$ cat config.mk
export PLATFORM = sky130hd
export DESIGN_NAME = mmu_ctrl_regs
export DESIGN_NICKNAME = d
export VERILOG_FILES = /design/src/rtl/mmu_regs_pkg.sv /design/src/rtl/mmu_cfg_regs.sv /design/src/rtl/mmu_fault_regs.sv /design/src/rtl/mmu_tlb_cmd.sv /design/src/rtl/mmu_ctrl_regs.sv
export SDC_FILE = /design/constraint.sdc
export NUM_CORES = 1
export LEC_CHECK = 0
export ABC_CLOCK_PERIOD_IN_PS = 2400
export CAP_MARGIN = 20
export CORE_MARGIN = 8
export CORE_UTILIZATION = 52
export CTS_BUF_LIST = sky130_fd_sc_hd__clkbuf_4
export DETAILED_ROUTE_END_ITERATION = 10
export PLACE_DENSITY = 0.91
export SYNTH_ARGS = -nofsm -noshare
export SYNTH_HDL_FRONTEND = slang
export SYNTH_SLANG_ARGS = --single-unit
$ cat constraint.sdc
create_clock -name clk_i -period 2.4 [get_ports clk_i]
set_clock_uncertainty 0.05 [all_clocks]
set_input_delay 0.48 -clock clk_i [delete_from_list [all_inputs] [get_ports clk_i]]
set_output_delay 0.48 -clock clk_i [all_outputs]
set_load 0.01 [all_outputs]
$ cat src/rtl/mmu_regs_pkg.sv
package mmu_regs_pkg;
  localparam int DATA_W  = 32;
  localparam int IDX_W   = 4;
  localparam int TTB_LSB = 14;
  localparam int FSR_W   = 8;

  localparam logic [IDX_W-1:0] IDX_CTRL = 4'd1;
  localparam logic [IDX_W-1:0] IDX_TTB  = 4'd2;
  localparam logic [IDX_W-1:0] IDX_DOM  = 4'd3;
  localparam logic [IDX_W-1:0] IDX_FSR  = 4'd5;
  localparam logic [IDX_W-1:0] IDX_FAR  = 4'd6;
  localparam logic [IDX_W-1:0] IDX_TLB  = 4'd8;
  localparam logic [IDX_W-1:0] IDX_LOCK = 4'd10;

  localparam int CTRL_M_BIT = 0;
  localparam int CTRL_A_BIT = 1;
  localparam int CTRL_S_BIT = 8;
  localparam int CTRL_R_BIT = 9;

  localparam int LOCK_VIC_LSB = 26;
  localparam int LOCK_VIC_W   = 3;
  localparam int LOCK_P_BIT   = 0;

  typedef enum logic {
    TLB_INV_ALL   = 1'b0,
    TLB_INV_ENTRY = 1'b1
  } tlb_op_e;

  typedef struct packed {
    logic r;
    logic s;
    logic a;
    logic m;
  } ctrl_t;
endpackage

$ cat src/rtl/mmu_cfg_regs.sv
module mmu_cfg_regs
  import mmu_regs_pkg::*;
(
  input  logic                  clk_i,
  input  logic                  rst_ni,
  input  logic                  wr_i,
  input  logic [IDX_W-1:0]      idx_i,
  input  logic [DATA_W-1:0]     wdata_i,
  output ctrl_t                 ctrl_o,
  output logic [DATA_W-1:0]     ttb_o,
  output logic [DATA_W-1:0]     dom_o,
  output logic [LOCK_VIC_W-1:0] lock_vic_o,
  output logic                  lock_p_o
);
  localparam int TTB_W = DATA_W - TTB_LSB;

  ctrl_t                   ctrl_q;
  logic [TTB_W-1:0]        ttb_q;
  logic [DATA_W-1:0]       dom_q;
  logic [LOCK_VIC_W-1:0]   vic_q;
  logic                    lock_p_q;

  always_ff @(posedge clk_i or negedge rst_ni) begin
    if (!rst_ni) begin
      ctrl_q   <= '0;
      ttb_q    <= '0;
      dom_q    <= '0;
      vic_q    <= '0;
      lock_p_q <= 1'b0;
    end else if (wr_i) begin
      unique case (idx_i)
        IDX_CTRL: ctrl_q <= '{r: wdata_i[CTRL_R_BIT], s: wdata_i[CTRL_S_BIT],
                              a: wdata_i[CTRL_A_BIT], m: wdata_i[CTRL_M_BIT]};
        IDX_TTB:  ttb_q  <= wdata_i[DATA_W-1:TTB_LSB];
        IDX_DOM:  dom_q  <= wdata_i;
        IDX_LOCK: begin
          vic_q    <= wdata_i[LOCK_VIC_LSB +: LOCK_VIC_W];
          lock_p_q <= wdata_i[LOCK_P_BIT];
        end
        default: ;
      endcase
    end
  end

  assign ctrl_o     = ctrl_q;
  assign ttb_o      = {ttb_q, {TTB_LSB{1'b0}}};
  assign dom_o      = dom_q;
  assign lock_vic_o = vic_q;
  assign lock_p_o   = lock_p_q;
endmodule

$ cat src/rtl/mmu_fault_regs.sv
module mmu_fault_regs
  import mmu_regs_pkg::*;
(
  input  logic              clk_i,
  input  logic              rst_ni,
  input  logic              wr_i,
  input  logic [IDX_W-1:0]  idx_i,
  input  logic              sel_instr_i,
  input  logic [DATA_W-1:0] wdata_i,
  input  logic              abt_valid_i,
  input  logic              abt_is_data_i,
  input  logic [3:0]        abt_domain_i,
  input  logic [3:0]        abt_type_i,
  input  logic [DATA_W-1:0] abt_addr_i,
  output logic [FSR_W-1:0]  dfsr_o,
  output logic [FSR_W-1:0]  ifsr_o,
  output logic [DATA_W-1:0] far_o
);
  logic abt_d, abt_i, sw_fsr, sw_far;

  assign abt_d  = abt_valid_i &&  abt_is_data_i;
  assign abt_i  = abt_valid_i && !abt_is_data_i;
  assign sw_fsr = wr_i && (idx_i == IDX_FSR);
  assign sw_far = wr_i && (idx_i == IDX_FAR);

  // hardware capture has priority over software
  always_ff @(posedge clk_i or negedge rst_ni) begin
    if (!rst_ni) begin
      dfsr_o <= '0;
      ifsr_o <= '0;
      far_o  <= '0;
    end else begin
      if (abt_d)                      dfsr_o <= {abt_domain_i, abt_type_i};
      else if (sw_fsr && !sel_instr_i) dfsr_o <= wdata_i[FSR_W-1:0];

      if (abt_i)                      ifsr_o <= {abt_domain_i, abt_type_i};
      else if (sw_fsr && sel_instr_i) ifsr_o <= wdata_i[FSR_W-1:0];

      if (abt_d)       far_o <= abt_addr_i;
      else if (sw_far) far_o <= wdata_i;
    end
  end
endmodule

$ cat src/rtl/mmu_tlb_cmd.sv
module mmu_tlb_cmd
  import mmu_regs_pkg::*;
(
  input  logic              clk_i,
  input  logic              rst_ni,
  input  logic              wr_i,
  input  logic [IDX_W-1:0]  idx_i,
  input  logic [2:0]        op2_i,
  input  logic [DATA_W-1:0] wdata_i,
  output logic              valid_o,
  output tlb_op_e           op_o,
  output logic [DATA_W-1:0] addr_o
);
  logic hit, sel_ok;

  assign hit    = wr_i && (idx_i == IDX_TLB);
  assign sel_ok = (op2_i[2:1] == 2'b00);

  always_ff @(posedge clk_i or negedge rst_ni) begin
    if (!rst_ni) begin
      valid_o <= 1'b0;
      op_o    <= TLB_INV_ALL;
      addr_o  <= '0;
    end else begin
      valid_o <= hit && sel_ok;
      if (hit && sel_ok) begin
        op_o   <= op2_i[0] ? TLB_INV_ENTRY : TLB_INV_ALL;
        addr_o <= op2_i[0] ? wdata_i : '0;
      end
    end
  end
endmodule

$ cat src/rtl/mmu_ctrl_regs.sv
module mmu_ctrl_regs
  import mmu_regs_pkg::*;
(
  input  logic                  clk_i,
  input  logic                  rst_ni,
  input  logic                  reg_wr_i,
  input  logic [IDX_W-1:0]      reg_idx_i,
  input  logic [2:0]            reg_op2_i,
  input  logic [DATA_W-1:0]     reg_wdata_i,
  output logic [DATA_W-1:0]     reg_rdata_o,
  input  logic                  abt_valid_i,
  input  logic                  abt_is_data_i,
  input  logic [3:0]            abt_domain_i,
  input  logic [3:0]            abt_type_i,
  input  logic [DATA_W-1:0]     abt_addr_i,
  output logic                  mmu_en_o,
  output logic                  align_chk_o,
  output logic                  prot_s_o,
  output logic                  prot_r_o,
  output logic [DATA_W-1:0]     ttb_o,
  output logic [DATA_W-1:0]     dom_ac_o,
  output logic [LOCK_VIC_W-1:0] lock_victim_o,
  output logic                  lock_preserve_o,
  output logic                  tlb_cmd_valid_o,
  output logic                  tlb_cmd_op_o,
  output logic [DATA_W-1:0]     tlb_cmd_addr_o
);
  ctrl_t             ctrl;
  logic [FSR_W-1:0]  dfsr, ifsr;
  logic [DATA_W-1:0] far;
  tlb_op_e           cmd_op;

  mmu_cfg_regs u_cfg (
    .clk_i, .rst_ni,
    .wr_i       (reg_wr_i),
    .idx_i      (reg_idx_i),
    .wdata_i    (reg_wdata_i),
    .ctrl_o     (ctrl),
    .ttb_o      (ttb_o),
    .dom_o      (dom_ac_o),
    .lock_vic_o (lock_victim_o),
    .lock_p_o   (lock_preserve_o)
  );

  mmu_fault_regs u_fault (
    .clk_i, .rst_ni,
    .wr_i          (reg_wr_i),
    .idx_i         (reg_idx_i),
    .sel_instr_i   (reg_op2_i[0]),
    .wdata_i       (reg_wdata_i),
    .abt_valid_i, .abt_is_data_i, .abt_domain_i, .abt_type_i, .abt_addr_i,
    .dfsr_o        (dfsr),
    .ifsr_o        (ifsr),
    .far_o         (far)
  );

  mmu_tlb_cmd u_tlb (
    .clk_i, .rst_ni,
    .wr_i    (reg_wr_i),
    .idx_i   (reg_idx_i),
    .op2_i   (reg_op2_i),
    .wdata_i (reg_wdata_i),
    .valid_o (tlb_cmd_valid_o),
    .op_o    (cmd_op),
    .addr_o  (tlb_cmd_addr_o)
  );

  assign tlb_cmd_op_o = cmd_op;
  assign mmu_en_o     = ctrl.m;
  assign align_chk_o  = ctrl.a;
  assign prot_s_o     = ctrl.s;
  assign prot_r_o     = ctrl.r;

  always_comb begin
    reg_rdata_o = '0;
    unique case (reg_idx_i)
      IDX_CTRL: begin
        reg_rdata_o[CTRL_M_BIT] = ctrl.m;
        reg_rdata_o[CTRL_A_BIT] = ctrl.a;
        reg_rdata_o[CTRL_S_BIT] = ctrl.s;
        reg_rdata_o[CTRL_R_BIT] = ctrl.r;
      end
      IDX_TTB:  reg_rdata_o = ttb_o;
      IDX_DOM:  reg_rdata_o = dom_ac_o;
      IDX_FSR:  reg_rdata_o[FSR_W-1:0] = reg_op2_i[0] ? ifsr : dfsr;
      IDX_FAR:  reg_rdata_o = far;
      IDX_LOCK: begin
        reg_rdata_o[LOCK_VIC_LSB +: LOCK_VIC_W] = lock_victim_o;
        reg_rdata_o[LOCK_P_BIT]                 = lock_preserve_o;
      end
      default: ;
    endcase
  end
endmodule

Yosys cells after proc, flatten, opt, wreduce, memory -nomap -nowiden
Cells that the tools add are included.

Register bits: 140. Input port bits: 84. Word-level logic and storage cells: 55.

Equality and inequality tests: 7. Reduce and logical (&&, ||, !) cells: 18. Mux-type cells: 16.

Operators with widths (count): $mux W32 (3); $pmux W16 S3 (1); $mux W8 (5); $pmux W6 S3 (1); $pmux W3 S4 (1); $pmux W3 S3 (1); $eq A4 B2 Y1 const B (2); $eq A4 B3 Y1 const B (2); $eq A4 B4 Y1 const B (2); $logic_and A1 B1 Y1 (8); $reduce_and A2 Y1 (4); $pmux W2 S3 (1); $reduce_bool A2 Y1 (3); $pmux W1 S5 (1); $eq A4 B1 Y1 const B (1); $pmux W1 S4 (1); $logic_not A1 Y1 (2); $logic_not A2 Y1 (1); $mux W1 (1).

Logic depth before layout (Yosys ltp)
Gate-level depths: netlist of the first run.

Word-level depth: 5. Depth in mapped cells: 6. Depth with buffers taken out: 3.

Cells and area by module
Synthesis of the first run repeated with hierarchy kept, for this count alone.

Cells, all modules: 717. Area total of the unflattened synthesis: 7262.0 µm².

Modules (own cells, without submodules): mmu_fault_regs (cells an instance 289, instances 1, area an instance 2429.8 µm²); mmu_cfg_regs (cells an instance 142, instances 1, area an instance 2377.3 µm²); mmu_tlb_cmd (cells an instance 143, instances 1, area an instance 1512.7 µm²); mmu_ctrl_regs (cells an instance 143, instances 1, area an instance 942.2 µm²).

Worst setup path before layout of the first run
OpenSTA, ideal clock, no wires.

Path kind: input to output. From: in reg_idx_i[2]. To: out reg_rdata_o[21]. Path slack: 0.355 ns. Arrival time: 1.515 ns. Required time: 1.870 ns. Cell stages on the path: 6. Cells stage by stage: buf_2 -> and4bb_1 -> buf_4 -> buf_6 -> a222oi_1 -> inv_1.

Longest elaborated chain between the ends: 2.

RTL lines: start: declaration (line mmu_ctrl_regs.sv:7) `input logic [IDX_W-1:0] reg_idx_i,`; $eq A4 B3 Y1 or $eq A4 B2 Y1 (tied branches) (line mmu_ctrl_regs.sv:76) `unique case (reg_idx_i)`; $pmux W16 S3 * (line mmu_ctrl_regs.sv:76); end: declaration (line mmu_ctrl_regs.sv:10) `output logic [DATA_W-1:0] reg_rdata_o,`.

Mark *: on every way between the ends. The rest lies on a longest branch, timed or not.

Final worst setup path of the first run
From: in reg_idx_i[3]. To: out reg_rdata_o[27].

Longest elaborated chain between the ends: 2.

RTL lines (line): $eq A4 B4 Y1, or another cell as far along (mmu_ctrl_regs.sv:76); $pmux W3 S4 * (mmu_ctrl_regs.sv:76).

Marks and branches as above.

==> results of run 1 <==
cells by family (layout without fill, tap and decap cells):
family | after synthesis | in the layout | share of synthesized area (%)
simple gates | 164 | 164 | 11.6
compound gates | 150 | 150 | 13.8
flops | 140 | 140 | 50.2
buf+inv | 119 | 342 | 8.65
mux | 101 | 101 | 15.6
other cells | 1 | 15 | 0.0538
flip-flops by register name (all words and copies together), names as in the netlist:
register          flops
u_cfg.ctrl_o          4
u_cfg.dom_o          32
u_cfg.lock_p_o        1
u_cfg.lock_vic_o      3
u_cfg.ttb_q          18
u_fault.dfsr_o        8
u_fault.far_o        32
u_fault.ifsr_o        8
u_tlb.addr_o         32
u_tlb.op_o            1
u_tlb.valid_o         1
layer usage:
layer  up-vias  global-route usage, %  routed length, um
met5         -                      0                  0
met4         0                   12.9                867
met3        67                   7.55               2130
met2       391                   42.1              10800
met1      3169                   32.1               8950
li1       2833                      -                  -
cell usage in the layout, fill, tap and decap left out, drive strengths merged, types with 8 or more instances in the layout:
cell type | Yosys | routed
a21oi | 10 | 10
a222oi | 15 | 15
a22oi | 10 | 10
a31oi | 40 | 40
buf | 48 | 67
clkbuf | 23 | 30
clkdlybuf4s50 | 0 | 168
clkinv | 0 | 8
conb | 1 | 14
dfrtp | 140 | 140
dlygate4sd2 | 0 | 14
inv | 48 | 48
mux2 | 61 | 61
mux2i | 40 | 40
nand2 | 49 | 49
nand3 | 36 | 36
nand4 | 8 | 8
nor2 | 49 | 49
o21ai | 57 | 57
o31a | 8 | 8
power breakdown:
part	leakage (uW)	internal (uW)	switching, uW
Sequential	0.00160	2790	315
Clock	0.000149	642	817
Combinational	0.00285	1090	838
how the worst max path moves through the flow:
stage | endpoint | slack (ns) | cells past startpoint
global route | reg_rdata_o[27] | -0.02 | 10
CTS | reg_rdata_o[22] | 0.004 | 9
finish | reg_rdata_o[27] | 0.05 | 10
detailed placement | reg_rdata_o[23] | -0.66 | 6
floorplan | reg_rdata_o[21] | 0.36 | 6
global placement | reg_rdata_o[27] | -0.62 | 7
area by class of cell:
type                            count  area share (%)
Sequential cell                   140            36.1
Clock inverter                     10            1.03
Multi-Input combinational cell    429            30.2
Clock buffer                       21            1.62
Tap cell                          176            2.27
Inverter                           48            1.86
Antenna cell                        1          0.0258
Timing Repair Buffer              263            26.9
critical path, stage by stage:
cell and delay (ns):
buf_8 0.11, buf_6 0.11, nor4bb_4 0.27, buf_4 0.17, buf_6 0.11, buf_8 0.13
buf_6 0.10, a22o_1 0.12, a21o_1 0.10, buf_6 0.10
per-stage QoR:
| step | util, % | instance area [um^2] | instances | TNS (ns) |
|---|---|---|---|---|
| after detailed placement | 71.3 | 9410 | 1047 | -21.67 |
| after CTS | 73.6 | 9710 | 1086 | 0 |
| after global routing | 73.6 | 9710 | 1088 | -0.0189 |
| after floorplan | - | 7020 | 688 | 0 |
| after global placement | 71.3 | 9410 | 1047 | -18.67 |
| final | 73.6 | 9710 | 1088 | 0 |
what timing repair did:
action,in CTS,in global routing
gates cloned,2,0
buffers inserted,5,1
hold buffers,1,0
pin swaps,9,9
hold endpoints to repair,51,0
setup endpoints to repair,32,20
resized for setup,76,29
==> flow_summary_export.csv, run 1 <==
group,metric,value,unit
outcome,status,"finished clean",
hold_path,min_to,"u_tlb.valid_o",
detailed_routing,drt_iter0_markers,604,
setup_path,worstPathMaxFanout,8,
setup_path,cp-end-kind,"primary output",
final_layout,final_nets,983,
cts,cts_made_buffers,17,
sta,finalCriticalPeriod,2.35,ns
grt,grt_pass1_vias,6745,
synth,ys_warn_count,0,
setup_path,crit_required,1.87,ns
placement,io_buffers,207,
synth,avgSynthCellArea,10.3,um^2
setup_path,reg2regPathDepth,2,
synth,synth_edf_count,0,
detailed_routing,first_pass_iters,6,
synth,yosysMostFrequentCell,"dfrtp_1",
synth,ys_types,42,
sta,rsz0062_at_grt,"true",
cts,cts_buffer_depth,2,
grt,grt_max_degree,56,
sta,hold_violations,0,
floorplanning,design.die.area,17400,um^2
hold_path,min_from,"reg_wr_i",
setup_path,r2r-end,"u_fault.far_o[28]",
sta,holdWs,0.244,ns
grt,grt-ovfl-total,0,
setup_path,critPathLaunch,"reg_idx_i[3]",
placement,gp_congestion,0.857,
floorplanning,core-area,13200,um^2
cts,clk_latency,0.54,ns
sta,tightest_slew,1.08,ns
detailed_routing,viasPerCell,5.94,
final_layout,n_fill_cell,897,
sta,max_slew_margin,27.7,%
floorplanning,start_util,52.9,%
synth,ys_async_sr_fraction,100,%
placement,hpwl,15.9,mm
cts,cts_tree,"yes",
grt,antenna_found_initial,1,
sta,fin_crit_sh,97.9,%
detailed_routing,postRouteAntennaNets,0,
synth,syn_area,6980,um^2
synth,synth_area_leaders,"dfrtp_1 50%, mux2_2 8.1%, mux2i_1 5.7%",
cts,cts_root_buf,"clkbuf_4",
setup_path,critPathLaunchType,"input port",
floorplanning,chipWidth,132,um
final_layout,seqCellArea,3500,um^2
grt,grt_first_pass_wirelength,36.8,mm
floorplanning,io_pins,222,
synth,ys_dominant_reg_cell,"dfrtp_1",
sta,drv_slew,0,
setup_path,r2r_slack,1.45,ns
synth,ys_seq_elements,140,
hold_path,hold-path-cell-count,2,
synth,synth_common_cells,"140 x dfrtp_1, 51 x o21ai_0, 50 x mux2_2",
hold_path,min_path_type,"in -> reg",
power_and_ir_drop,p_total,6500,uW
setup_path,arrival,1.82,ns
synth,netlist_instances,675,
synth,yosysTopAreaCell,"dfrtp_1",
setup_path,crit-reg2reg-launch,"u_fault.far_o[28]",
detailed_routing,drcViolationCount,0,
cts,path_clk_slew,0.10,ns
power_and_ir_drop,peakVddDrop,0.450,mV
setup_path,crit_type,"in -> out",
placement,preCtsSetupSlack,-0.658,ns
sta,fmax,0.426,GHz
job,drv_cap,0,
detailed_routing,routedWlPerCell,20.9,um
power_and_ir_drop,cellLeakagePower,0.00460,uW
synth,ys_seq_area_share,50.2,%
sta,timing.final.ws_setup,0.0510,ns
cts,clock_sinks,140,
floorplanning,die_h,132,um
synth,yosys.area.top_type_share,50.2,%
power_and_ir_drop,power_density,669,nW/um^2
detailed_routing,vias,6460,
detailed_routing,wirelength,22.8,mm
floorplanning,row_count,42,
final_layout,drive_gt1_share,17.8,%
final_layout,area_delta_synth_final,39.2,%
final_layout,multi_input_area,2940,um^2
grt,grt_use_total,26.4,%
cts,htree_levels,4,
sta,setup_viol_count_final,0,
Note: power is estimated with default switching activity, not from simulation.
==> run 2: changes to the inputs <==
--- a/config.mk
+++ b/config.mk
@@ -8,10 +8,11 @@
 export ABC_CLOCK_PERIOD_IN_PS = 2400
 export CAP_MARGIN = 20
 export CORE_MARGIN = 8
-export CORE_UTILIZATION = 52
+export CORE_UTILIZATION = 60
 export CTS_BUF_LIST = sky130_fd_sc_hd__clkbuf_4
 export DETAILED_ROUTE_END_ITERATION = 10
-export PLACE_DENSITY = 0.91
+export DONT_BUFFER_PORTS = 1
+export PLACE_DENSITY = 0.79
 export SYNTH_ARGS = -nofsm -noshare
 export SYNTH_HDL_FRONTEND = slang
 export SYNTH_SLANG_ARGS = --single-unit
==> run 2 against run 1 <==
Compared with the run above:
- the run now ends with hold timing left
- first-iteration DRC count is 23% higher
- cell count is 20% lower
- critical path depth is 8 lower
- highest routed layer unchanged
==> flow_summary_export.csv, run 2 (same netlist as run 1, synthesis figures left out) <==
group,metric,value,unit
outcome,status,"finished with violations",
outcome,violations,"hold timing",
sta,max_slew_margin,24.3,%
final_layout,layout_commonest_cell,"dfrtp_1",
floorplanning,row_count,39,
grt,grt-ovfl-total,0,
cts,cts_made_buffers,17,
floorplanning,io_pins,222,
setup_path,crit_slowest_cell,"o21ai_0",
power_and_ir_drop,intPower,3970,uW
sta,fmax,0.459,GHz
setup_path,cp_top_family,"compound AO/OA/AOI/OAI gates",
cts,cts_root_buf,"clkbuf_4",
setup_path,worstPathCellList,"mux2i_1 > o21ai_0",
power_and_ir_drop,clkPwrFrac,27.8,%
power_and_ir_drop,power_density,739,nW/um^2
sta,drv_slew,0,
setup_path,crit_type,"reg -> out",
cts,clock_sinks,140,
sta,tightest_slew,1.13,ns
setup_path,cp-end-kind,"primary output",
cts,htree_levels,4,
power_and_ir_drop,switching_share,31.4,%
power_and_ir_drop,power.share.combinational,14.3,%
detailed_routing,drt_iter0_markers,744,
cts,cts_setup_buffers,0,
power_and_ir_drop,seqPwrFrac,57.9,%
sta,timing.final.ws_setup,0.221,ns
power_and_ir_drop,p_sw,1810,uW
cts,cts_tree,"yes",
sta,fin_setup_tns,0,ns
setup_path,crit_required,1.87,ns
floorplanning,die_h,124,um
final_layout,area_delta_synth_final,12.2,%
placement,hpwl,13.6,mm
final_layout,mostFrequentLayoutCells,"140 x dfrtp_1, 51 x o21ai_0, 51 x dlygate4sd3_1",
sta,setup_viol_count_final,0,
hold_path,min_path_type,"in -> async",
job,drv_cap,0,
sta,hold_violations,140,
sta,fin_crit_sh,90.8,%
placement,preCtsSetupSlack,0.397,ns
cts,clk_latency,0.54,ns
detailed_routing,viasPerCell,6.65,
sta,finalCriticalPeriod,2.18,ns
power_and_ir_drop,cellLeakagePower,0.00371,uW
power_and_ir_drop,peakVddDrop,0.555,mV
setup_path,slowest_delay,0.52,ns
detailed_routing,drcViolationCount,0,
placement,io_buffers,0,
final_layout,diodes,0,
setup_path,worstPathMaxFanout,3,
detailed_routing,routedWlPerCell,25.1,um
grt,grt_max_degree,141,
floorplanning,core-area,11400,um^2
grt,grt_use_total,27.4,%
floorplanning,design.die.area,15300,um^2
cts,cts_buffer_depth,2,
final_layout,drive_gt1_share,15.5,%
final_layout,final_nets,794,
detailed_routing,vias,5759,
sta,rsz0062_at_grt,"false",
detailed_routing,wirelength,21.7,mm
grt,antenna_found_initial,0,
sta,holdWs,-0.436,ns
setup_path,critPathLaunchType,"flop",
detailed_routing,postRouteAntennaNets,0,
setup_path,arrival,1.65,ns
setup_path,crit_buf_inv,0,
placement,gp_congestion,0.826,
detailed_routing,first_pass_iters,9,
floorplanning,start_util,61.4,%
floorplanning,chipWidth,124,um
cts,path_clk_slew,0.12,ns
grt,grt_first_pass_wirelength,32.2,mm
grt,grt_pass1_vias,5847,
run 2: final timing paths:
| kind | startpoint | end | slack [ns] | cells after the start |
|---|---|---|---|---|
| worst min-delay path | rst_ni | u_cfg.dom_o[2] | -0.44 | 0 |
| worst min register to register | u_fault.dfsr_o[1] | u_fault.dfsr_o[1] | 0.50 | 2 |
| worst max register to register | u_fault.far_o[26] | u_fault.far_o[26] | 1.04 | 3 |
| min in group clk_i | abt_addr_i[21] | u_fault.far_o[21] | 0.03 | 2 |
| worst max-delay path | u_cfg.dom_o[1] | reg_rdata_o[1] | 0.22 | 2 |
| max in group asynchronous | rst_ni | u_cfg.ttb_q[9] | 2.45 | 0 |
run 2: timing repair:
action / in CTS / in global routing
gates resized for setup: 0 / 0
hold buffers: 41 / 10
hold endpoints to repair: 231 / 150
run 2: metal layers:
metal	GRT usage [%]	part of all wire, %
met2	45.0	48
met4	10.8	2.6
met5	0	0
met3	10.5	14
met1	31.7	35
run 2: power by group through the flow:
| stage | logic (uW) | clock network (uW) | registers (uW) |
|---|---|---|---|
| floorplan | 636 | 0 | 3230 |
| global placement | 663 | 0 | 3370 |
| detailed placement | 712 | 0 | 3390 |
| CTS | 795 | 1630 | 3350 |
| global route | 905 | 1730 | 3400 |
| finish | 827 | 1610 | 3350 |
run 2: layout make-up:
type                            count  area, um^2
Clock buffer                       20         150
Timing Repair Buffer               74         721
Multi-Input combinational cell    429        2940
Fill cell                         838        3550
Inverter                           48         180
Sequential cell                   140        3500
Clock inverter                     12         148
Tap cell                          143         179
run 2: through the flow:
stage | util (%) | hold WS (ns) | cells | total power [uW] | instance area [um^2]
floorplan | - | 0.134 | 688 | 3870 | 7020
global placement | 61.7 | 0.140 | 783 | 4030 | 7020
detailed placement | 61.7 | 0.139 | 783 | 4100 | 7020
CTS | 67.9 | -0.479 | 856 | 5770 | 7720
global route | 68.8 | -0.487 | 866 | 6030 | 7820
finish | 68.8 | -0.436 | 866 | 5780 | 7820
==> run 3: changes to the inputs <==
--- a/config.mk
+++ b/config.mk
@@ -10,9 +10,10 @@
 export CORE_MARGIN = 8
 export CORE_UTILIZATION = 60
 export CTS_BUF_LIST = sky130_fd_sc_hd__clkbuf_4
+export CTS_CLUSTER_DIAMETER = 40
 export DETAILED_ROUTE_END_ITERATION = 10
 export DONT_BUFFER_PORTS = 1
-export PLACE_DENSITY = 0.79
+export PLACE_DENSITY = 0.76
 export SYNTH_ARGS = -nofsm -noshare
 export SYNTH_HDL_FRONTEND = slang
 export SYNTH_SLANG_ARGS = --single-unit
==> run 3 against run 2 <==
Compared with the run above:
- the flow still finishes with violations (hold timing)
- sequential power barely moved
- clock power shrank 4%
- sequential share of layout area is 0.90 points lower
- clock-buffer cell count is 2 lower
- hold slack got worse by 0.013 ns
- cell area is 2.0% higher
- via count grew 1.1%
- power fell by 0.31%
- wire length down 1.9%
- combinational power grew 4.1%
- utilization increased by 1.4 points
- fmax up 2.3%
- largest cell class unchanged
==> flow_summary_export.csv, run 3 (same netlist as run 1, synthesis figures left out) <==
group,metric,value,unit
detailed_routing,dr.max_layer_used,"met4",
grt,grt_first_pass_wirelength,32.1,mm
sta,timing.final.ws_setup,0.270,ns
power_and_ir_drop,seqPwrFrac,58.1,%
sta,setup_viol_count_final,0,
grt,grt_max_degree,141,
cts,path_clk_slew,0.12,ns
outcome,violations,"hold timing",
final_layout,drive_gt1_share,15.3,%
detailed_routing,routedWlPerCell,24.1,um
placement,preCtsSetupSlack,0.397,ns
detailed_routing,drcViolationCount,0,
sta,holdWs,-0.449,ns
power_and_ir_drop,cellLeakagePower,0.00378,uW
grt,grt_pass1_vias,5908,
placement,io_buffers,0,
cts,cts_made_buffers,17,
power_and_ir_drop,power_density,722,nW/um^2
cts,hold_buffers,67,
setup_path,reg2regPathDepth,3,
detailed_routing,postRouteAntennaNets,0,
power_and_ir_drop,switching_share,31.4,%
cts,htree_levels,4,
sta,finalCriticalPeriod,2.13,ns
sta,fin_setup_tns,0,ns
power_and_ir_drop,p_total,5770,uW
setup_path,arrival,1.60,ns
setup_path,r2r_slack,1.05,ns
power_and_ir_drop,clkPwrFrac,26.9,%
sta,drv_slew,0,
grt,antenna_found_initial,1,
job,drv_cap,0,
final_layout,area_delta_synth_final,14.5,%
detailed_routing,vias,5820,
power_and_ir_drop,power.share.combinational,14.9,%
setup_path,worstPathMaxFanout,3,
sta,max_slew_margin,53.8,%
cts,clk_latency,0.55,ns
power_and_ir_drop,intPower,3960,uW
cts,cts_setup_buffers,0,
floorplanning,start_util,61.4,%
outcome,status,"finished with violations",
cts,clock_sinks,140,
final_layout,mostFrequentLayoutCells,"140 x dfrtp_1, 66 x dlygate4sd3_1, 51 x o21ai_0",
setup_path,crit_required,1.87,ns
detailed_routing,wl_met1,7.40,mm
final_layout,fin_util,70.2,%
floorplanning,die_h,124,um
floorplanning,core-area,11400,um^2
setup_path,cp-end-kind,"primary output",
cts,cts_tree,"yes",
sta,fin_crit_sh,88.7,%
sta,rsz0062_at_grt,"false",
hold_path,min_path_type,"in -> async",
detailed_routing,viasPerCell,6.58,
cts,cts_buffer_depth,2,
setup_path,crit-reg2reg-launch,"u_fault.far_o[3]",
cts,cts_resized,0,
grt,grt_use_total,27.5,%
detailed_routing,wirelength,21.3,mm
power_and_ir_drop,p_sw,1810,uW
setup_path,critPathLaunchType,"flop",
detailed_routing,first_pass_iters,8,
placement,gp_congestion,0.803,
final_layout,fin_cells,885,
floorplanning,design.die.area,15300,um^2
grt,grt-ovfl-total,0,
floorplanning,chipWidth,124,um
placement,hpwl,13.5,mm
final_layout,final_nets,811,
sta,tightest_slew,0.694,ns
floorplanning,io_pins,222,
cts,cts_root_buf,"clkbuf_4",
sta,hold_violations,140,
final_layout,layout_commonest_cell,"dfrtp_1",
sta,fmax,0.470,GHz
power_and_ir_drop,peakVddDrop,0.576,mV
setup_path,crit_type,"reg -> out",
placement,dp_cells,784,
detailed_routing,drt_iter0_markers,795,
setup_path,r2r-end,"u_fault.far_o[3]",
detailed_routing,met3_length,2.78,mm
floorplanning,row_count,39,
detailed_routing,wl_met2,10.4,mm
[run 3: cell count changes in the layout (fill, tap and decap cells not counted), sizes merged]
cell         change
dlygate4sd3     +15
buf              +2
clkbuf           -2
clkinv           +2
diode            +2
[run 3: area by class of cell]
class | count | area, um^2
Tap cell | 143 | 179
Sequential cell | 140 | 3500
Inverter | 48 | 180
Antenna cell | 2 | 5.00
Multi-Input combinational cell | 429 | 2940
Clock buffer | 18 | 135
Timing Repair Buffer | 91 | 886
Clock inverter | 14 | 153
Fill cell | 823 | 3390
[run 3: through the flow]
stage,area (um^2),hold WS [ns]
6_report,7980,-0.449
5_1_grt,7980,-0.495
4_1_cts,7980,-0.500
3_5_place_dp,7010,0.139
3_3_place_gp,7010,0.139
2_1_floorplan,7020,0.134
[run 3: how the worst max path moves through the flow]
stage | from | to | cells after the start
final | u_cfg.dom_o[17] | reg_rdata_o[17] | 2
after global routing | u_fault.dfsr_o[1] | reg_rdata_o[1] | 3
after CTS | u_fault.dfsr_o[1] | reg_rdata_o[1] | 3
after detailed placement | reg_idx_i[3] | reg_rdata_o[29] | 4
after global placement | reg_idx_i[3] | reg_rdata_o[18] | 4
after floorplan | reg_idx_i[2] | reg_rdata_o[21] | 6
[run 3: metal layers]
layer,vias up,track usage [%]
li1,2477,-
met1,2860,31.2
met2,413,44.5
met3,70,10.4
met4,0,14.3
met5,-,0
[run 3: power by group through the flow]
stage | sequential, uW | clock (uW) | combinational, uW
after floorplan | 3230 | 0 | 636
after global placement | 3370 | 0 | 661
after detailed placement | 3390 | 0 | 710
after CTS | 3340 | 1590 | 846
after global routing | 3410 | 1660 | 938
final | 3350 | 1550 | 861
[run 3: critical path, stage by stage (launching register included)]
cell	delay [ns]
dfrtp_1	0.46
a222oi_1	0.43
inv_1	0.16
